[src/rtl/sw_unlock_pkg.sv]
package sw_unlock_pkg;
  localparam int ADDR_W  = 13;
  localparam int KEY_LEN = 6;
  localparam int STEP_W  = $clog2(KEY_LEN);

  typedef logic [ADDR_W-1:0] addr_t;
  typedef logic [STEP_W-1:0] step_t;

  function automatic addr_t key_at(input int idx);
    case (idx)
      0:       return addr_t'(13'h0000);
      1:       return addr_t'(13'h1555);
      2:       return addr_t'(13'h0AAA);
      3:       return addr_t'(13'h1FFF);
      4:       return addr_t'(13'h10F0);
      default: return addr_t'(13'h0F0F);
    endcase
  endfunction
endpackage

[src/rtl/sw_unlock_key_match.sv]
module sw_unlock_key_match
  import sw_unlock_pkg::*;
(
  input  addr_t addr_i,
  input  step_t step_i,
  output logic  hit_cur_o,
  output logic  hit_first_o,
  output logic  last_o
);
  logic [KEY_LEN-1:0] hit_vec;

  for (genvar g = 0; g < KEY_LEN; g++) begin : g_cmp
    assign hit_vec[g] = (addr_i == key_at(g));
  end

  always_comb begin
    hit_cur_o = 1'b0;
    for (int i = 0; i < KEY_LEN; i++) begin
      if (step_t'(i) == step_i) hit_cur_o = hit_vec[i];
    end
  end

  assign hit_first_o = hit_vec[0];
  assign last_o      = (step_i == step_t'(KEY_LEN - 1));
endmodule

[src/rtl/sw_unlock_tracker.sv]
module sw_unlock_tracker
  import sw_unlock_pkg::*;
(
  input  logic  clk_i,
  input  logic  rst_ni,
  input  logic  rd_ev_i,
  input  logic  wr_ev_i,
  input  logic  hit_cur_i,
  input  logic  hit_first_i,
  input  logic  last_i,
  output step_t step_o,
  output logic  done_o
);
  step_t step_q;
  logic  done_q;

  always_ff @(posedge clk_i or negedge rst_ni) begin
    if (!rst_ni) begin
      step_q <= '0;
      done_q <= 1'b0;
    end else begin
      done_q <= rd_ev_i && !wr_ev_i && hit_cur_i && last_i;
      if (wr_ev_i) begin
        step_q <= '0;
      end else if (rd_ev_i) begin
        if (hit_cur_i) step_q <= last_i ? '0 : step_t'(step_q + 1'b1);
        else           step_q <= hit_first_i ? step_t'(1) : '0;
      end
    end
  end

  assign step_o = step_q;
  assign done_o = done_q;
endmodule

[src/rtl/sw_store_unlock.sv]
module sw_store_unlock
  import sw_unlock_pkg::*;
(
  input  logic              clk_i,
  input  logic              rst_ni,
  input  logic              rd_done_i,
  input  logic              wr_done_i,
  input  logic [ADDR_W-1:0] addr_i,
  input  logic              busy_i,
  output logic              store_start_o
);
  logic  rd_ev, wr_ev, hit_cur, hit_first, last;
  step_t step_w;

  assign rd_ev = rd_done_i && !busy_i;
  assign wr_ev = wr_done_i && !busy_i;

  sw_unlock_key_match u_match (
    .addr_i     (addr_i),
    .step_i     (step_w),
    .hit_cur_o  (hit_cur),
    .hit_first_o(hit_first),
    .last_o     (last)
  );

  sw_unlock_tracker u_track (
    .clk_i      (clk_i),
    .rst_ni     (rst_ni),
    .rd_ev_i    (rd_ev),
    .wr_ev_i    (wr_ev),
    .hit_cur_i  (hit_cur),
    .hit_first_i(hit_first),
    .last_i     (last),
    .step_o     (step_w),
    .done_o     (store_start_o)
  );
endmodule

[config.mk]
export PLATFORM = sky130hd
export DESIGN_NAME = sw_store_unlock
export DESIGN_NICKNAME = d
export VERILOG_FILES = /design/src/rtl/sw_unlock_pkg.sv /design/src/rtl/sw_unlock_key_match.sv /design/src/rtl/sw_unlock_tracker.sv /design/src/rtl/sw_store_unlock.sv
export SDC_FILE = /design/constraint.sdc
export NUM_CORES = 1
export LEC_CHECK = 0
export BUFFER_PORTS_ARGS = -buffer_cell sky130_fd_sc_hd__buf_2
export CORE_UTILIZATION = 25
export CTS_BUF_LIST = sky130_fd_sc_hd__clkbuf_8 sky130_fd_sc_hd__clkbuf_16
export CTS_CLUSTER_DIAMETER = 50
export DETAILED_ROUTE_END_ITERATION = 8
export SLEW_MARGIN = 20
export SYNTH_ARGS = -nofsm -noshare
export SYNTH_HDL_FRONTEND = slang
export SYNTH_SLANG_ARGS = --single-unit
[constraint.sdc]
create_clock -name clk_i -period 2.4 [get_ports clk_i]
set_input_delay 0.72 -clock clk_i [delete_from_list [all_inputs] [get_ports clk_i]]
set_output_delay 0.72 -clock clk_i [all_outputs]
set_load 0.01 [all_outputs]
==> results by group, run 1 <==
Setup path
  • WP data arrival: 2020 ps
  • Worst r2r src: u_track.step_o[0]
  • Critical Path Fanout Max: 2
  • Reg2Reg Depth: 9
  • Worst Path Required: 2510 ps
  • Startpoint Class: primary input
  • Kind of critical path: in2reg
  • Critical path endpoint category: register
  • Register-to-register setup slack: between 500 and 600 ps
  • Reg2Reg Capture Point: u_track.step_o[0]

Placement
  • # placed instances: just over 80
  • Dpl hpwl: roughly 820 µm
  • Final Wtd Congestion: about 0.90
  • Count of buffers from port buffering: 18
  • Area after DPL: about 520 µm²

Detailed routing
  • Total Wirelength: 947 µm
  • Antenna viol nets, final: 0
  • Routed WL per cell: ~11 µm
  • Initial drt markers: 10
  • DRT Pass-1 Iters: 4
  • Routed via count: 453
  • Remaining DRCs: 0
  • DR vias/cell: ~5.3

Final layout
  • Design area: about 570 µm²
  • Layout area overhead: 32.94%
  • Layout cells sized above 1: 0.4429
  • Final non-filler cell total: 86
  • Nets: 91
  • Fill cells: about 170
  • N_diodes: 0

Clock network
  • PostCTS Resize Cnt: 0
  • TritonCTS clock tree: yes
  • Setup bufs post-CTS: 0
  • Total CTS buffers: 3
  • Clock root cell: clkbuf_8
  • Worst-Skew Late Latency: 210 ps
  • Clock Sinks: 4
  • Htree depth: 1
  • Clock Pin Slew Worst Setup and Hold Paths: 30 ps
  • Max clock buf depth: 2
  • CTS Hold Buffers Added: 0

Pwr
  • Leak: about 0.22 nW
  • Pwr Density: between 400 and 500 nW/µm²
  • Worst vdd ir: 196.2 µV

Global route
  • Vias in the first global route: ~420
  • First-pass GRT wire length: 1580 µm
  • Largest net degree at the start of global routing: 9
  • Initial antenna violation count: 0
  • Total GRT Usage: 0.1129
  • Congestion Overflow GR: 0

STA
  • Period minus WS final: 1909 ps
  • Slew at the pin with the worst max-slew slack: around 330 ps
  • Clock skew: approximately 2.7 ps
  • Setup TNS: 0 ps
  • Max-slew violations: 0
  • Slew headroom: 0.7800
  • Max Clk Rate: around 520 MHz
  • Period utilisation layout: 0.7955
  • # setup viols final: 0
  • Final Hold Vio Count: 0
  • RSZ-0062 raised after global routing: no

Logic synthesis
  • Asr flop ratio synth: 1.000
  • Synth top area share: 0.2353
  • Post-synth top area cell: dfrtp_1
  • Main synth FF type: dfrtp_1
  • Warnings, synthesis: 0
  • Syn Std Cell Area: 425.4 µm²
  • Post-synth EDFFs: 0
  • Cells after Synth: 50
  • Top-count cell post-synth: nor2_1
  • Top post-synthesis cells by area: dfrtp_1 (24%), nor4_2 (8.8%), nand4_1 (7.4%)
  • Unique cell type count in the Yosys netlist: 26
  • Sequential element share of the synthesized area: 0.2353
  • Synth cell count leaders: nor2_1 (7), nand2_1 (6), nand4_1 (5), dfrtp_1 (4)
  • Syn Nets: 69
  • Syn Area/Cell: around 8.5 µm²
  • Seq cells post-synth: 4

Floorplan
  • Die area: roughly 1900 µm²
  • Die width: roughly 43 µm
  • Initial Utilization: 0.2760
  • FP Rows: 14
  • Num ports: 19
  • Core Area: about 1500 µm²
  • Die Height: between 40 and 50 µm

Status
  • Status: finished, final reports clean

Min path
  • Worst min path class: in2async

Flow run
  • Max Cap Viol: 0
## layer usage
layer	global-route usage	part of all wire	vias to the layer above
met5	0	0	-
met4	0.03636	0	0
met3	0.03830	0.049	0
met2	0.1761	0.48	16
met1	0.1451	0.47	205
li1	-	-	232
## worst max-delay path by stage
stage               cells after the start                end  slack, ps               from
detailed placement                      7  u_track.step_o[0]        260          addr_i[3]
global route                            9  u_track.step_o[0]        420  u_track.step_o[0]
CTS                                     7  u_track.step_o[0]        480          addr_i[3]
finish                                  7  u_track.step_o[0]        490          addr_i[3]
global placement                        7  u_track.step_o[0]        250          addr_i[3]
floorplan                               6  u_track.step_o[0]        520          addr_i[3]
## cell families after synthesis
logic type | share of synthesized area
flops | 0.2353
compound gates | 0.1941
fa+ha+maj | 0.02941
simple gates | 0.4883
buf+inv | 0.05294
## state kept, by name, indices dropped and copies added, names as in the netlist
signal,cells
u_track.done_o,1
u_track.step_o,3
## layout by cell type, fill, tap and decap left out, types with 3 or more instances in the layout
| master | instances |
|---|---|
| dfrtp_1 | 4 |
| nand2_1 | 6 |
| nand4_1 | 5 |
| nor2_1 | 7 |
| clkbuf_8 | 3 |
| inv_1 | 3 |
| buf_2 | 18 |
| nand3_1 | 3 |
| nor4_2 | 3 |
## final cells by class
type | count | area (µm²) | share of cell area
Sequential cell | 4 | 100.1 | 0.1770
Multi-Input combinational cell | 42 | 302.8 | 0.5354
Timing Repair Buffer | 18 | 90.09 | 0.1593
Clock buffer | 3 | 41.29 | 0.07301
Inverter | 3 | 11.26 | 0.01991
Tap cell | 16 | 20.02 | 0.03540
## critical path: stages
cell and delay (ps):
buf_2 110, nor4_2 360, nand2_2 130, nor4_2 300, nor3_2 100, o31a_1 250, o31ai_2 60
## power by group
part | switching (W) | total [W] | internal (W)
sequential | 0.00000000655 | 0.0000680 | 0.0000680
combinational | 0.0000176 | 0.0000321 | 0.0000145
clock | 0.0000285 | 0.000135 | 0.000106
## stage by stage
stage | setup WS [ps] | power (W) | util | hold slack [ps]
final | 490.8 | 0.0002349 | 0.3669 | 306.7
after global routing | 419.5 | 0.0002533 | 0.3669 | 307.8
after CTS | 476.1 | 0.0002399 | 0.3669 | 304.9
after detailed placement | 261.1 | 0.0001010 | 0.3401 | 530.8
after global placement | 248.0 | 0.0001003 | 0.3401 | 528.7
after floorplan | 523.0 | 0.00007786 | - | 424.4
Power figures use the tool's default switching activity.
==> run 2, diff against run 1 <==
==> constraint.sdc (replaced) <==
create_clock -name clk_i -period 1.9 [get_ports clk_i]
set_input_delay 0.57 -clock clk_i [delete_from_list [all_inputs] [get_ports clk_i]]
set_output_delay 0.57 -clock clk_i [all_outputs]
set_load 0.01 [all_outputs]
==> run 2 against run 1 <==
Compared with the run above:
- critical path depth rose by 1
- routed wire length rose by 11%
- flip-flop and latch count did not move
- core utilization rose by 1.9 points
- worst setup slack got worse by 370 ps
- worst hold slack got worse by 160 ps
- critical path type is now reg2reg
- highest routed layer is now met4
==> results by group, run 2 (same netlist as run 1, synthesis figures left out) <==
Status
  • Status: finished, final reports clean

Detailed routing
  • Routed WL per cell: 11.72 µm (+6.5%)
  • WL met3: 43 µm (-6.5%)
  • Total Wirelength: 1055 µm (+11%)
  • Antenna viol nets, final: 0 (unchanged)
  • DR vias/cell: 5.278 (+0.20%)
  • Routed via count: 475 (+4.9%)
  • Met1 wire length: 475 µm (+6.5%)
  • Met2 wire len: 512 µm (+13%)
  • Remaining DRCs: 0 (unchanged)
  • Uppermost layer routed: met4
  • Initial drt markers: 5 (-5)
  • DRT Pass-1 Iters: 4 (unchanged)

Setup path
  • Critical path endpoint category: register
  • Startpoint Class: register
  • Critical Path Fanout Max: 5 (+3)
  • Kind of critical path: reg2reg
  • WP data arrival: 1900 ps (-120 ps)
  • Critical-path top delay cell: dfrtp_1
  • Worst path cell trace: inv_1 > ha_1 > nor2_1 > nand4_1 > a211oi_2 > nor3_2 > o31a_1 > o31ai_2
  • Worst Path Required: 2020 ps (-490 ps)
  • Max stage delay on crit path: 430 ps (+70 ps)

Min path
  • Worst min path class: in2async

STA
  • RSZ-0062 raised after global routing: no
  • Period utilisation layout: 0.9339
  • Final Hold Vio Count: 0 (unchanged)
  • Period minus WS final: 1774 ps
  • # setup viols final: 0 (unchanged)
  • Max Clk Rate: 563.6 MHz
  • Clock skew: 2.737 ps (+0.07722 ps)
  • Slew at the pin with the worst max-slew slack: 319.8 ps (-7.517 ps)
  • Max-slew violations: 0 (unchanged)
  • Slew headroom: 0.7850 (+0.005053)

Floorplan
  • Die Height: 43.25 µm (unchanged)
  • Num ports: 19 (unchanged)
  • FP Rows: 14 (unchanged)
  • Die width: 43.25 µm (unchanged)
  • Core Area: 1541 µm² (unchanged)
  • Die area: 1871 µm² (unchanged)
  • Initial Utilization: 0.2760 (unchanged)

Flow run
  • Max Cap Viol: 0 (unchanged)

Final layout
  • Layout cells sized above 1: 0.4730 (+0.03012)
  • Commonest non-fill, non-tap cell in the layout: buf_2
  • Max reg flops: 3 (unchanged)
  • Final non-filler cell total: 90 (+4.7%)
  • Most frequent cells in the layout: buf_2 (18), nor2_1 (7), nand2_1 (6)
  • Design area: 595.6 µm² (+5.3%)
  • Layout Utilization: 0.3864 (+0.01948)
  • Layout area overhead: 40.00%
  • N_diodes: 0 (unchanged)
  • Nets: 95 (+4.4%)

Clock network
  • Worst-Skew Late Latency: 220 ps (about the same)
  • Htree depth: 1 (unchanged)
  • Setup bufs post-CTS: 0 (unchanged)
  • Total CTS buffers: 3 (unchanged)
  • Clock root cell: clkbuf_8
  • Clock Sinks: 4 (unchanged)
  • PostCTS Resize Cnt: 0 (unchanged)
  • Max clock buf depth: 2 (unchanged)
  • TritonCTS clock tree: yes
  • Clock Pin Slew Worst Setup and Hold Paths: 30 ps (about the same)
  • CTS Hold Buffers Added: 0 (unchanged)

Pwr
  • Power consumption: 0.0003122 W (+33%)
  • Pwr Density: 524.1 nW/µm² (+26%)
  • Leak: 0.2374 nW (+8.5%)
  • Worst vdd ir: 274.0 µV (+40%)

Placement
  • Area after DPL: 554.3 µm² (+5.7%)
  • # placed instances: 87 (+4.8%)
  • Dpl hpwl: 854.9 µm (+3.8%)
  • Count of buffers from port buffering: 18 (unchanged)
  • Final Wtd Congestion: 0.8353 (-7.2%)

Global route
  • Initial antenna violation count: 0 (unchanged)
  • Vias in the first global route: 441 (+4.0%)
  • First-pass GRT wire length: 1794 µm (+14%)
  • Congestion Overflow GR: 0 (unchanged)
  • Largest net degree at the start of global routing: 7 (-2)
  • Total GRT Usage: 0.1336 (+0.02062)
## run 2: final timing paths
check	from	to	slack (ps)	cells after the start
max	u_track.step_o[2]	u_track.step_o[0]	130	8
max in group asynchronous	rst_ni	u_track.step_o[1]	1640	1
min	rst_ni	u_track.step_o[2]	140	1
max reg2reg	u_track.step_o[2]	u_track.step_o[0]	130	8
min in group clk_i	u_track.step_o[1]	u_track.step_o[1]	590	1
min reg2reg	u_track.step_o[1]	u_track.step_o[1]	590	1
## run 2: power by group
part           leakage [nW]  switching [W]  internal (W)
registers            0.0559  0.00000000331     0.0000858
clock network        0.0216      0.0000485      0.000135
logic                 0.160      0.0000228     0.0000197
total                 0.237      0.0000712      0.000241
## run 2: area by class of cell
cell class / instances / area [µm²]
timing repair buffer: 22 / 120.1
inverter: 3 / 11.26
tap: 16 / 20.02
sequential: 4 / 100.1
multi-input combinational: 42 / 302.8
clock buffer: 3 / 41.29
fill: 162 / 945.9
## run 2: layer usage
metal / global-route usage / up-vias
li1: - / 240
met1: 0.1546 / 213
met5: 0 / -
met3: 0.03830 / 3
met4: 0.07273 / 0
met2: 0.2179 / 19
## run 2: critical path, delay by kind of cell (launching register included)
kind	cells	cell delay, ps
AOI/OAI and AO/OA	3	560
DFF	1	430
buffers and inverters	1	110
and+or+nand+nor	3	350
adders and majority gates	1	220
## run 2: stage by stage
step / worst slack [ps] / hold WS [ps] / setup TNS (ps)
2_1_floorplan: 173.0 / 274.4 / 0
3_3_place_gp: -20.70 / 378.7 / -20.70
3_5_place_dp: -39.61 / 375.4 / -78.06
4_1_cts: 135.3 / 143.5 / 0
5_1_grt: 34.09 / 143.1 / 0
6_report: 125.7 / 142.8 / 0
